$ cat src/rtl/hashctl_pkg.sv
package hashctl_pkg;

  typedef enum logic [2:0] {
    ALG_MD5    = 3'd0,
    ALG_SHA1   = 3'd1,
    ALG_SHA224 = 3'd2,
    ALG_SHA256 = 3'd3,
    ALG_SHA384 = 3'd4,
    ALG_SHA512 = 3'd5
  } hash_alg_e;

  typedef struct packed {
    logic      legal;
    hash_alg_e alg;
    logic      sg;
    logic      accum;
    logic      irq_en;
  } cmd_dec_t;

  // Command word field positions (decoded by the launch path)
  localparam int FAM_LSB  = 4;
  localparam int FAM_W    = 3;
  localparam int VAR_LSB  = 10;
  localparam int VAR_W    = 3;
  localparam int MODE_LSB = 7;
  localparam int MODE_W   = 2;
  localparam int IE_BIT   = 9;
  localparam int SG_BIT   = 18;
  localparam logic [MODE_W-1:0] MODE_ACCUM = 2'b10;

  // Status flag position
  localparam int DONE_BIT = 9;

  // Word indices (byte offset / 4)
  localparam int IDX_CRYPT  = 4;
  localparam int IDX_STATUS = 7;
  localparam int IDX_SRC    = 8;
  localparam int IDX_DST    = 9;
  localparam int IDX_KEY    = 10;
  localparam int IDX_LEN    = 11;
  localparam int IDX_CMD    = 12;

endpackage

$ cat src/rtl/hashctl_cmd_decode.sv
module hashctl_cmd_decode
  import hashctl_pkg::*;
(
  input  logic [FAM_W-1:0]  fam,
  input  logic [VAR_W-1:0]  vsel,
  input  logic [MODE_W-1:0] mode,
  input  logic              ie,
  input  logic              sg,
  output cmd_dec_t          dec
);

  always_comb begin
    dec.legal  = 1'b1;
    dec.alg    = ALG_MD5;
    dec.sg     = sg;
    dec.accum  = (mode == MODE_ACCUM);
    dec.irq_en = ie;
    case (fam)
      3'b000: dec.alg = ALG_MD5;
      3'b010: dec.alg = ALG_SHA1;
      3'b100: dec.alg = ALG_SHA224;
      3'b101: dec.alg = ALG_SHA256;
      3'b011: begin
        case (vsel)
          3'b000:  dec.alg = ALG_SHA512;
          3'b001:  dec.alg = ALG_SHA384;
          3'b010:  dec.alg = ALG_SHA256;
          3'b011:  dec.alg = ALG_SHA224;
          default: dec.legal = 1'b0;
        endcase
      end
      default: dec.legal = 1'b0;
    endcase
    // Variant bits are only meaningful for the wide family
    if (fam != 3'b011 && vsel != '0) dec.legal = 1'b0;
  end

endmodule

$ cat src/rtl/hashctl_launch.sv
module hashctl_launch
  import hashctl_pkg::*;
(
  input  logic      clk,
  input  logic      rst,
  input  logic      cmd_wr,
  input  cmd_dec_t  dec,
  input  logic      eng_done,
  output logic      eng_start,
  output hash_alg_e eng_alg,
  output logic      eng_sg,
  output logic      eng_accum,
  output logic      busy,
  output logic      bad_cmd,
  output logic      done_evt,
  output logic      done_ie
);

  assign done_evt = busy & eng_done;

  always_ff @(posedge clk) begin
    if (rst) begin
      eng_start <= 1'b0;
      eng_alg   <= ALG_MD5;
      eng_sg    <= 1'b0;
      eng_accum <= 1'b0;
      busy      <= 1'b0;
      bad_cmd   <= 1'b0;
      done_ie   <= 1'b0;
    end else begin
      eng_start <= 1'b0;
      bad_cmd   <= 1'b0;
      if (done_evt) busy <= 1'b0;
      if (cmd_wr && !busy) begin
        if (dec.legal) begin
          eng_start <= 1'b1;
          busy      <= 1'b1;
          eng_alg   <= dec.alg;
          eng_sg    <= dec.sg;
          eng_accum <= dec.accum;
          done_ie   <= dec.irq_en;
        end else begin
          bad_cmd   <= 1'b1;
        end
      end
    end
  end

  // launch pulse lasts a single cycle
  a_r6_start_single: assert property (@(posedge clk) disable iff (rst)
    eng_start |=> !eng_start);

  // a rejected command never coincides with a launch
  a_r5_bad_no_start: assert property (@(posedge clk) disable iff (rst)
    bad_cmd |-> !eng_start);

  // engine fields frozen while an operation is outstanding
  a_r7_hold_fields: assert property (@(posedge clk) disable iff (rst)
    (busy && !eng_done) |=> ($stable(eng_alg) && $stable(eng_sg) && $stable(eng_accum)));

  // a command written while busy launches nothing
  a_r7_busy_no_launch: assert property (@(posedge clk) disable iff (rst)
    (busy && !eng_done && cmd_wr) |=> !eng_start);

endmodule

$ cat src/rtl/hashctl_irq.sv
module hashctl_irq (
  input  logic clk,
  input  logic rst,
  input  logic done_evt,
  input  logic ie,
  input  logic clr,
  output logic flag,
  output logic irq
);

  always_ff @(posedge clk) begin
    if (rst) begin
      flag <= 1'b0;
      irq  <= 1'b0;
    end else if (done_evt) begin
      flag <= 1'b1;
      irq  <= irq | ie;
    end else if (clr) begin
      flag <= 1'b0;
      irq  <= 1'b0;
    end
  end

  // the line is never high without the sticky flag
  a_r9_irq_needs_flag: assert property (@(posedge clk) disable iff (rst)
    irq |-> flag);

  // completion always sets the flag
  a_r8_done_sets_flag: assert property (@(posedge clk) disable iff (rst)
    done_evt |=> flag);

  // clear request drops flag and line
  a_r10_clear: assert property (@(posedge clk) disable iff (rst)
    (clr && !done_evt) |=> (!flag && !irq));

endmodule

$ cat src/rtl/hashctl_regs.sv
module hashctl_regs
  import hashctl_pkg::*;
#(
  parameter int          WADDR_W  = 10,
  parameter int          NREGS    = 16,
  parameter int          LEN_BITS = 28,
  parameter logic [31:0] SRC_MASK = 32'h7FFF_FFFF,
  parameter logic [31:0] DST_MASK = 32'h7FFF_FFF8,
  parameter logic [31:0] KEY_MASK = 32'h7FFF_FFF8,
  parameter logic [31:0] CMD_MASK = 32'h0014_7FFF
) (
  input  logic               clk,
  input  logic               rst,
  input  logic               wr_en,
  input  logic               rd_en,
  input  logic [WADDR_W-1:0] word_addr,
  input  logic [31:0]        wdata,
  output logic [31:0]        rdata,
  output logic [31:0]        src_addr,
  output logic [31:0]        dst_addr,
  output logic [31:0]        key_addr,
  output logic [31:0]        src_len,
  output logic               eng_start,
  output logic [2:0]         eng_alg,
  output logic               eng_sg,
  output logic               eng_accum,
  input  logic               eng_done,
  output logic               cmd_bad,
  output logic               irq
);

  localparam int          IDX_W    = $clog2(NREGS);
  localparam logic [31:0] LEN_MASK = 32'((64'd1 << LEN_BITS) - 64'd1);

  function automatic logic [31:0] word_mask(int idx);
    case (idx)
      IDX_STATUS: return 32'h0;
      IDX_SRC:    return SRC_MASK;
      IDX_DST:    return DST_MASK;
      IDX_KEY:    return KEY_MASK;
      IDX_LEN:    return LEN_MASK;
      IDX_CMD:    return CMD_MASK;
      default:    return 32'hFFFF_FFFF;
    endcase
  endfunction

  logic [31:0]      regs [NREGS];
  logic [IDX_W-1:0] idx;
  logic             in_range;
  logic [NREGS-1:0] wr_hit;
  logic             busy;
  logic             cmd_wr;
  logic             status_clr;
  logic             done_evt;
  logic             done_ie;
  logic             flag;
  logic [31:0]      cmd_in;
  logic [31:0]      status_word;
  cmd_dec_t         dec;
  hash_alg_e        alg_q;

  assign idx      = word_addr[IDX_W-1:0];
  assign in_range = (int'(word_addr) < NREGS);
  assign cmd_wr   = wr_en && in_range && (int'(idx) == IDX_CMD);
  assign status_clr = wr_en && in_range && (int'(idx) == IDX_STATUS) && wdata[DONE_BIT];
  assign cmd_in   = wdata & CMD_MASK;
  assign status_word = 32'(flag) << DONE_BIT;

  for (genvar g = 0; g < NREGS; g++) begin : g_hit
    if (g == IDX_CMD) begin : g_cmd
      assign wr_hit[g] = wr_en && in_range && (int'(idx) == g) && !busy;
    end else begin : g_plain
      assign wr_hit[g] = wr_en && in_range && (int'(idx) == g);
    end
  end

  always_ff @(posedge clk) begin
    if (rst) begin
      for (int i = 0; i < NREGS; i++) regs[i] <= '0;
    end else begin
      for (int i = 0; i < NREGS; i++)
        if (wr_hit[i]) regs[i] <= wdata & word_mask(i);
    end
  end

  always_ff @(posedge clk) begin
    if (rst) begin
      rdata <= '0;
    end else if (rd_en) begin
      if (!in_range)                        rdata <= '0;
      else if (int'(idx) == IDX_STATUS)     rdata <= status_word;
      else                                  rdata <= regs[idx];
    end
  end

  assign src_addr = regs[IDX_SRC];
  assign dst_addr = regs[IDX_DST];
  assign key_addr = regs[IDX_KEY];
  assign src_len  = regs[IDX_LEN];

  hashctl_cmd_decode u_dec (
    .fam  (cmd_in[FAM_LSB +: FAM_W]),
    .vsel (cmd_in[VAR_LSB +: VAR_W]),
    .mode (cmd_in[MODE_LSB +: MODE_W]),
    .ie   (cmd_in[IE_BIT]),
    .sg   (cmd_in[SG_BIT]),
    .dec  (dec)
  );

  hashctl_launch u_launch (
    .clk       (clk),
    .rst       (rst),
    .cmd_wr    (cmd_wr),
    .dec       (dec),
    .eng_done  (eng_done),
    .eng_start (eng_start),
    .eng_alg   (alg_q),
    .eng_sg    (eng_sg),
    .eng_accum (eng_accum),
    .busy      (busy),
    .bad_cmd   (cmd_bad),
    .done_evt  (done_evt),
    .done_ie   (done_ie)
  );

  assign eng_alg = alg_q;

  hashctl_irq u_irq (
    .clk      (clk),
    .rst      (rst),
    .done_evt (done_evt),
    .ie       (done_ie),
    .clr      (status_clr),
    .flag     (flag),
    .irq      (irq)
  );

  // an out-of-range read returns zero
  a_r3_oob_read_zero: assert property (@(posedge clk) disable iff (rst)
    (rd_en && !in_range) |=> (rdata == 32'h0));

  // command register untouched by a write while busy
  a_r7_cmd_kept_busy: assert property (@(posedge clk) disable iff (rst)
    (cmd_wr && busy) |=> $stable(regs[IDX_CMD]));

  // length register never holds bits above its width
  a_r2_len_width: assert property (@(posedge clk) disable iff (rst)
    $rose(wr_hit[IDX_LEN]) |=> ((src_len & ~LEN_MASK) == 32'h0));

endmodule

$ cat config.mk
export PLATFORM = sky130hd
export DESIGN_NAME = hashctl_regs
export DESIGN_NICKNAME = d
export VERILOG_FILES = /design/src/rtl/hashctl_pkg.sv /design/src/rtl/hashctl_cmd_decode.sv /design/src/rtl/hashctl_launch.sv /design/src/rtl/hashctl_irq.sv /design/src/rtl/hashctl_regs.sv
export SDC_FILE = /design/constraint.sdc
export NUM_CORES = 1
export LEC_CHECK = 0
export ABC_AREA = 1
export CAP_MARGIN = 10
export CORE_ASPECT_RATIO = 1.2
export CORE_UTILIZATION = 54
export CTS_CLUSTER_DIAMETER = 150
export DETAILED_ROUTE_END_ITERATION = 6
export DONT_BUFFER_PORTS = 1
export GPL_TIMING_DRIVEN = 0
export PLACE_DENSITY_LB_ADDON = 0.3
export RECOVER_POWER = 100
export SYNTH_ARGS = -nofsm -noshare
export SYNTH_HDL_FRONTEND = slang
export SYNTH_SLANG_ARGS = --single-unit
$ cat constraint.sdc
create_clock -name clk -period 4.3 [get_ports clk]
set_clock_uncertainty 0.05 [all_clocks]
set_input_delay 0.43 -clock clk [delete_from_list [all_inputs] [get_ports clk]]
set_output_delay 0.43 -clock clk [all_outputs]
set_load 0.01 [all_outputs]
==> out/results.tsv, run 1 <==
metric	value	unit
first_iter_violations	2172	
post-route-drc-count	0	
num_antenna_cells	0	
crit_fanout	32	
dieArea	39800	µm²
drt_pre_antenna_iters	6	
status	finished with violations	
worst_slack	0.447	ns
rr_startpoint	u_launch.busy	
grt_usage	34.8	%
hp-class	in -> reg	
synth_seq_cells	495	
synthToLayoutAreaGrowth	11.9	%
rows	78	
p_int	8.26	mW
wl_per_cell	24.9	µm
syn-instance-count	2144	
ys.flop_type	edfxtp_1	
power_density	459	nW/µm²
placed_area	22100	µm²
totalWireLength	69100	µm
cts_tree	yes	
grt_max_degree	33	
ys_top_cells_by_count	820 x nand2_1, 452 x edfxtp_1, 360 x nor2_1	
cp-end-kind	flop	
grt_pass1_vias	16100	
yosys_warnings	0	
synth.most_common_cell	nand2_1	
synth_edf_count	452	
p_leak	9.16	nW
drv_slew	103	
hold_violations	0	
syn-cell-area	21100	µm²
pre_cts_ws	0.313	ns
max_freq	260	MHz
port_buffers	0	
synth_top_area_share	64.4	%
clk_latency	0.58	ns
required	4.13	ns
drtAntennaViolNets	0	
p_seq_share	52.4	%
cts_buffers	49	
clockPowerShare	40.4	%
finalCritPeriodShare	89.6	%
swShare	23.8	%
synth_async_sr_flop_share	0	%
die_h	218	µm
vias	16600	
cp-start-kind	input pin	
clk_pin_slew	0.06	ns
postLayoutCellArea	23600	µm²
worstHoldStart	wdata[29]	
grt_antenna_before_repair	0	
grt_pass1_wl	99100	µm
syn_area_per_cell	9.83	µm²
cp-startpoint	rst	
place_congestion	0.933	
worstMarginPinSlew	2.41	ns
root_buffer	clkbuf_16	
path_class	in -> reg	
fp.coreArea	38200	µm²
rsz0062_at_grt	false	
grt.overflow.total	0	
boundaryPins	215	
max_cap_viol_count	5	
nets	2266	
drive_above_1_share	6.15	%
ys_seq_area_share	68.5	%
peakVddDrop	0.000400	V
place_hpwl	45900	µm
cts.sinks	495	
cp.arrival	3.68	ns
cts_resized	0	
slew_headroom	-61.6	%
setup_viol	0	
yosys.area.top_type	edfxtp_1	
switchingPower	2.58	mW
finalCriticalPeriod	3.85	ns
clk_path_buf_depth	3	
synthTopCellsByArea	edfxtp_1 64%, nand2_1 15%, nor2_1 6.4%	
cts_max_level	2	
vias_per_cell	5.97	
synth_cell_types	26	
comb_power_share	7.2	%
die_w	182	µm
initial_core_util	55.2	%
violations	max-capacitance violations, max-slew violations	
[cells in the final DEF (no fill, tap or decap), types with 3 or more instances in the layout]
cell       netlist  layout
buf_16           0       5
nor3_1           5       6
buf_1           14      11
buf_2           45      28
nand3_1        113     113
clkbuf_1        60      92
nand2_1        820     817
clkbuf_8         0      11
nand4_1          5       5
conb_1           1      13
a21oi_1         59      59
inv_1           63      64
nand2_2          1       4
nor2_1         360     362
bufinv_16        0       3
clkbuf_2         0       4
buf_4           13      13
edfxtp_1       452     452
clkinv_2         0      10
clkbuf_16        0      51
dfxtp_1         43      43
clkinv_1        25      27
o21ai_0         51      51
[state kept, by name, summed over array words and instances, names as in the netlist]
name and cells:
u_launch.eng_start 1, u_launch.eng_alg 3, u_launch.eng_accum 1, u_irq.flag 1
u_launch.bad_cmd 1, rdata 32, regs 452, u_irq.irq 1
u_launch.busy 1, u_launch.eng_sg 1, u_launch.done_ie 1
[worst paths after layout]
path / slack (ns) / end / cells after the start
worst max-delay path: 0.45 / regs[0][16] / 5
worst min-delay path: 0.01 / regs[10][29] / 2
worst max register to register: 2.19 / regs[12][20] / 3
worst min register to register: 0.43 / u_irq.flag / 2
[what timing repair did]
item | in CTS | in global routing
setup buffers | 0 | 0
hold endpoints to repair | 2 | 0
hold buffers | 1 | 0
[power by group through the flow]
stage / clock network [mW] / logic, mW / registers (mW)
6_report: 4.38 / 0.778 / 5.68
4_1_cts: 4.36 / 0.767 / 5.67
3_3_place_gp: 0 / 0.706 / 5.78
3_5_place_dp: 0 / 0.760 / 5.77
5_1_grt: 4.54 / 0.824 / 5.70
2_1_floorplan: 0 / 0.446 / 5.74
[final cells by class]
type	count	area, µm²
plain buffers	132	579
clock buffers	73	1470
clock inverters	19	189
fillers	3048	14600
inverters	91	342
multi-input cells	1438	5740
flip-flops and latches	495	14400
well taps	520	651
repair buffers	12	191
[layer usage]
metal,part of all wire (%),track usage (%)
met1,33,40.9
met2,47,57.2
met3,13,8.78
met4,6.7,22.4
met5,0,0
[kinds of logic after synthesis]
kind of cell / Yosys count / synth area share (%)
compound gates: 116 / 2.80
simple gates: 1309 / 24.3
buf+inv: 223 / 4.47
other cells: 1 / 0.0178
flops: 495 / 68.5
[critical path: stages]
cell and delay [ns]:
clkbuf_1 0.41, inv_1 0.19, clkbuf_1 0.89, clkbuf_1 0.52, nand2_1 1.21
[stage by stage]
stage / std cells / utilization, % / setup TNS (ns) / hold slack (ns) / power [mW]
4_1_cts: 2780 / 62.3 / 0 / 0.00126 / 10.8
3_3_place_gp: 2676 / 57.1 / -233.86 / 0.400 / 6.48
2_1_floorplan: 2156 / - / 0 / 0.387 / 6.18
3_5_place_dp: 2687 / 57.9 / 0 / 0.415 / 6.53
6_report: 2780 / 61.8 / 0 / 0.0103 / 10.8
5_1_grt: 2780 / 61.8 / 0 / 0.0212 / 11.1
(Power assumes the default switching activity.)
==> run 2: changes to the inputs <==
REMOVE_ABC_BUFFERS = 1   (was unset)
==> run 2 against run 1 <==
Compared with the run above: the run still ends with max-capacitance violations, max-slew violations left; final area is 0.31% lower; critical path depth is 1 higher; routed wire length is 16% lower; count of clock-buffer cells in the layout is 5 lower; sequential share of layout area is 0.19 points higher; register-to-register slack better by 0.25 ns; global-route usage is 5.3 points lower; power is 1.4% lower; die area stayed put; clock power is 0.9% lower; largest cell class unchanged; critical path type unchanged; final cell count is 3.9% lower; worst hold slack better by 0.0087 ns.
==> out/results.tsv, run 2 (synthesis results as in run 1) <==
metric	value	unit
port_buffers	0	
max_cap_viol_count	2	
die_h	218	µm
hold_violations	0	
rows	78	
cts_buffers	48	
drv_slew	63	
finalCriticalPeriod	3.78	ns
power_density	454	nW/µm²
totalWireLength	58100	µm
clk_pin_slew	0.06	ns
postLayoutCellArea	23500	µm²
hp-class	in -> reg	
cp.arrival	3.98	ns
grt.busiest_layer	met2	
p_leak	9.05	nW
root_buffer	clkbuf_16	
finalCritPeriodShare	87.9	%
finalPower	10.7	mW
grt_antenna_before_repair	1	
wl_per_cell	21.7	µm
clk_latency	0.57	ns
gr-usage-met2	50.6	%
place_hpwl	35100	µm
largest_reg_flops	452	
num_antenna_cells	0	
grt.overflow.total	0	
violations	max-capacitance violations, max-slew violations	
setup_viol	0	
setup_tns	0	ns
clockPowerShare	40.6	%
dieArea	39800	µm²
reg_top3	regs x452, rdata x32, u_launch.eng_alg x3	
grt_pass1_wl	86800	µm
clk_path_buf_depth	3	
boundaryPins	215	
place_congestion	0.777	
max_freq	265	MHz
required	4.51	ns
cp-start-kind	input pin	
cts_tree	yes	
switchingPower	2.39	mW
drive_above_1_share	5.53	%
p_int	8.30	mW
cp-end-kind	flop	
grt_max_degree	77	
comb_power_share	6.4	%
cts_resized	0	
slew_headroom	-18.3	%
whs_path_depth	2	
reg2reg_setup_slack	2.44	ns
placed_area	22100	µm²
top_register	regs	
post-route-drc-count	0	
crit_fanout	17	
path_class	in -> reg	
vias	15200	
layout_commonest_cell	nand2_1	
cts.sinks	495	
drt_pre_antenna_iters	6	
grt_util_met1	36.9	%
status	finished with violations	
rsz0062_at_grt	false	
fillers	3040	
p_seq_share	53.0	%
drtAntennaViolNets	0	
die_w	182	µm
grt_usage	29.5	%
fp.coreArea	38200	µm²
final_cell_mix	813 x nand2_1, 452 x edfxtp_1, 359 x nor2_1	
first_iter_violations	1542	
groute.layer.met3.usage	5.50	%
ff2ff_path_depth	3	
peakVddDrop	0.000293	V
initial_core_util	55.2	%
synthToLayoutAreaGrowth	11.6	%
vias_per_cell	5.68	
worstMarginPinSlew	1.77	ns
swShare	22.4	%
cts_max_level	2	
nets	2160	
grt_pass1_vias	14800	
==> run 2: worst paths after layout <==
kind / from / to
max: word_addr[5] / regs[4][20]
min: wdata[29] / regs[10][29]
max reg2reg: u_launch.busy / regs[12][18]
min reg2reg: u_irq.flag / u_irq.flag
==> run 2: power by group through the flow <==
stage	registers (mW)	logic [mW]	clock network (mW)
floorplan	5.74	0.401	0
global placement	5.77	0.609	0
detailed placement	5.76	0.683	0
CTS	5.66	0.697	4.35
global route	5.69	0.756	4.53
finish	5.66	0.685	4.34
==> run 2: layout make-up <==
| cell class | instances | area, µm² | share of cell area (%) |
|---|---|---|---|
| repair buffers | 39 | 663 | 2.82 |
| flip-flops and latches | 495 | 14400 | 61.4 |
| clock inverters | 20 | 245 | 1.04 |
| well taps | 520 | 651 | 2.77 |
| inverters | 91 | 348 | 1.48 |
| clock buffers | 68 | 1380 | 5.86 |
| multi-input cells | 1438 | 5800 | 24.7 |
==> run 2: worst max-delay path, cell delays in order <==
cell	delay, ns
nor2_1	0.08
nand3_1	0.15
nor2_1	0.84
nand3_1	1.02
nand2_1	1.19
buf_16	0.26
==> run 2: per-layer routing <==
metal / vias to the layer above / part of all wire, %
met1: 7260 / 38
met4: 2 / 3.7
met5: - / 0.031
met3: 166 / 9.3
met2: 824 / 49
li1: 6928 / -
==> run 2: stage by stage <==
stage          std cells  setup WS (ns)  utilization [%]  hold WS (ns)
2_1_floorplan       2024          -1.94                -         0.381
3_3_place_gp        2544          -7.87             55.5         0.396
3_5_place_dp        2579          0.646             57.9         0.398
4_1_cts             2671           1.22             62.3       0.00106
5_1_grt             2671          0.525             61.6       0.00958
6_report            2671          0.522             61.6        0.0191
==> run 2: timing repair <==
action                                 4_1_cts  5_1_grt
setup buffers                                0        0
endpoints found under the hold margin       37        0
hold buffers                                 4        0
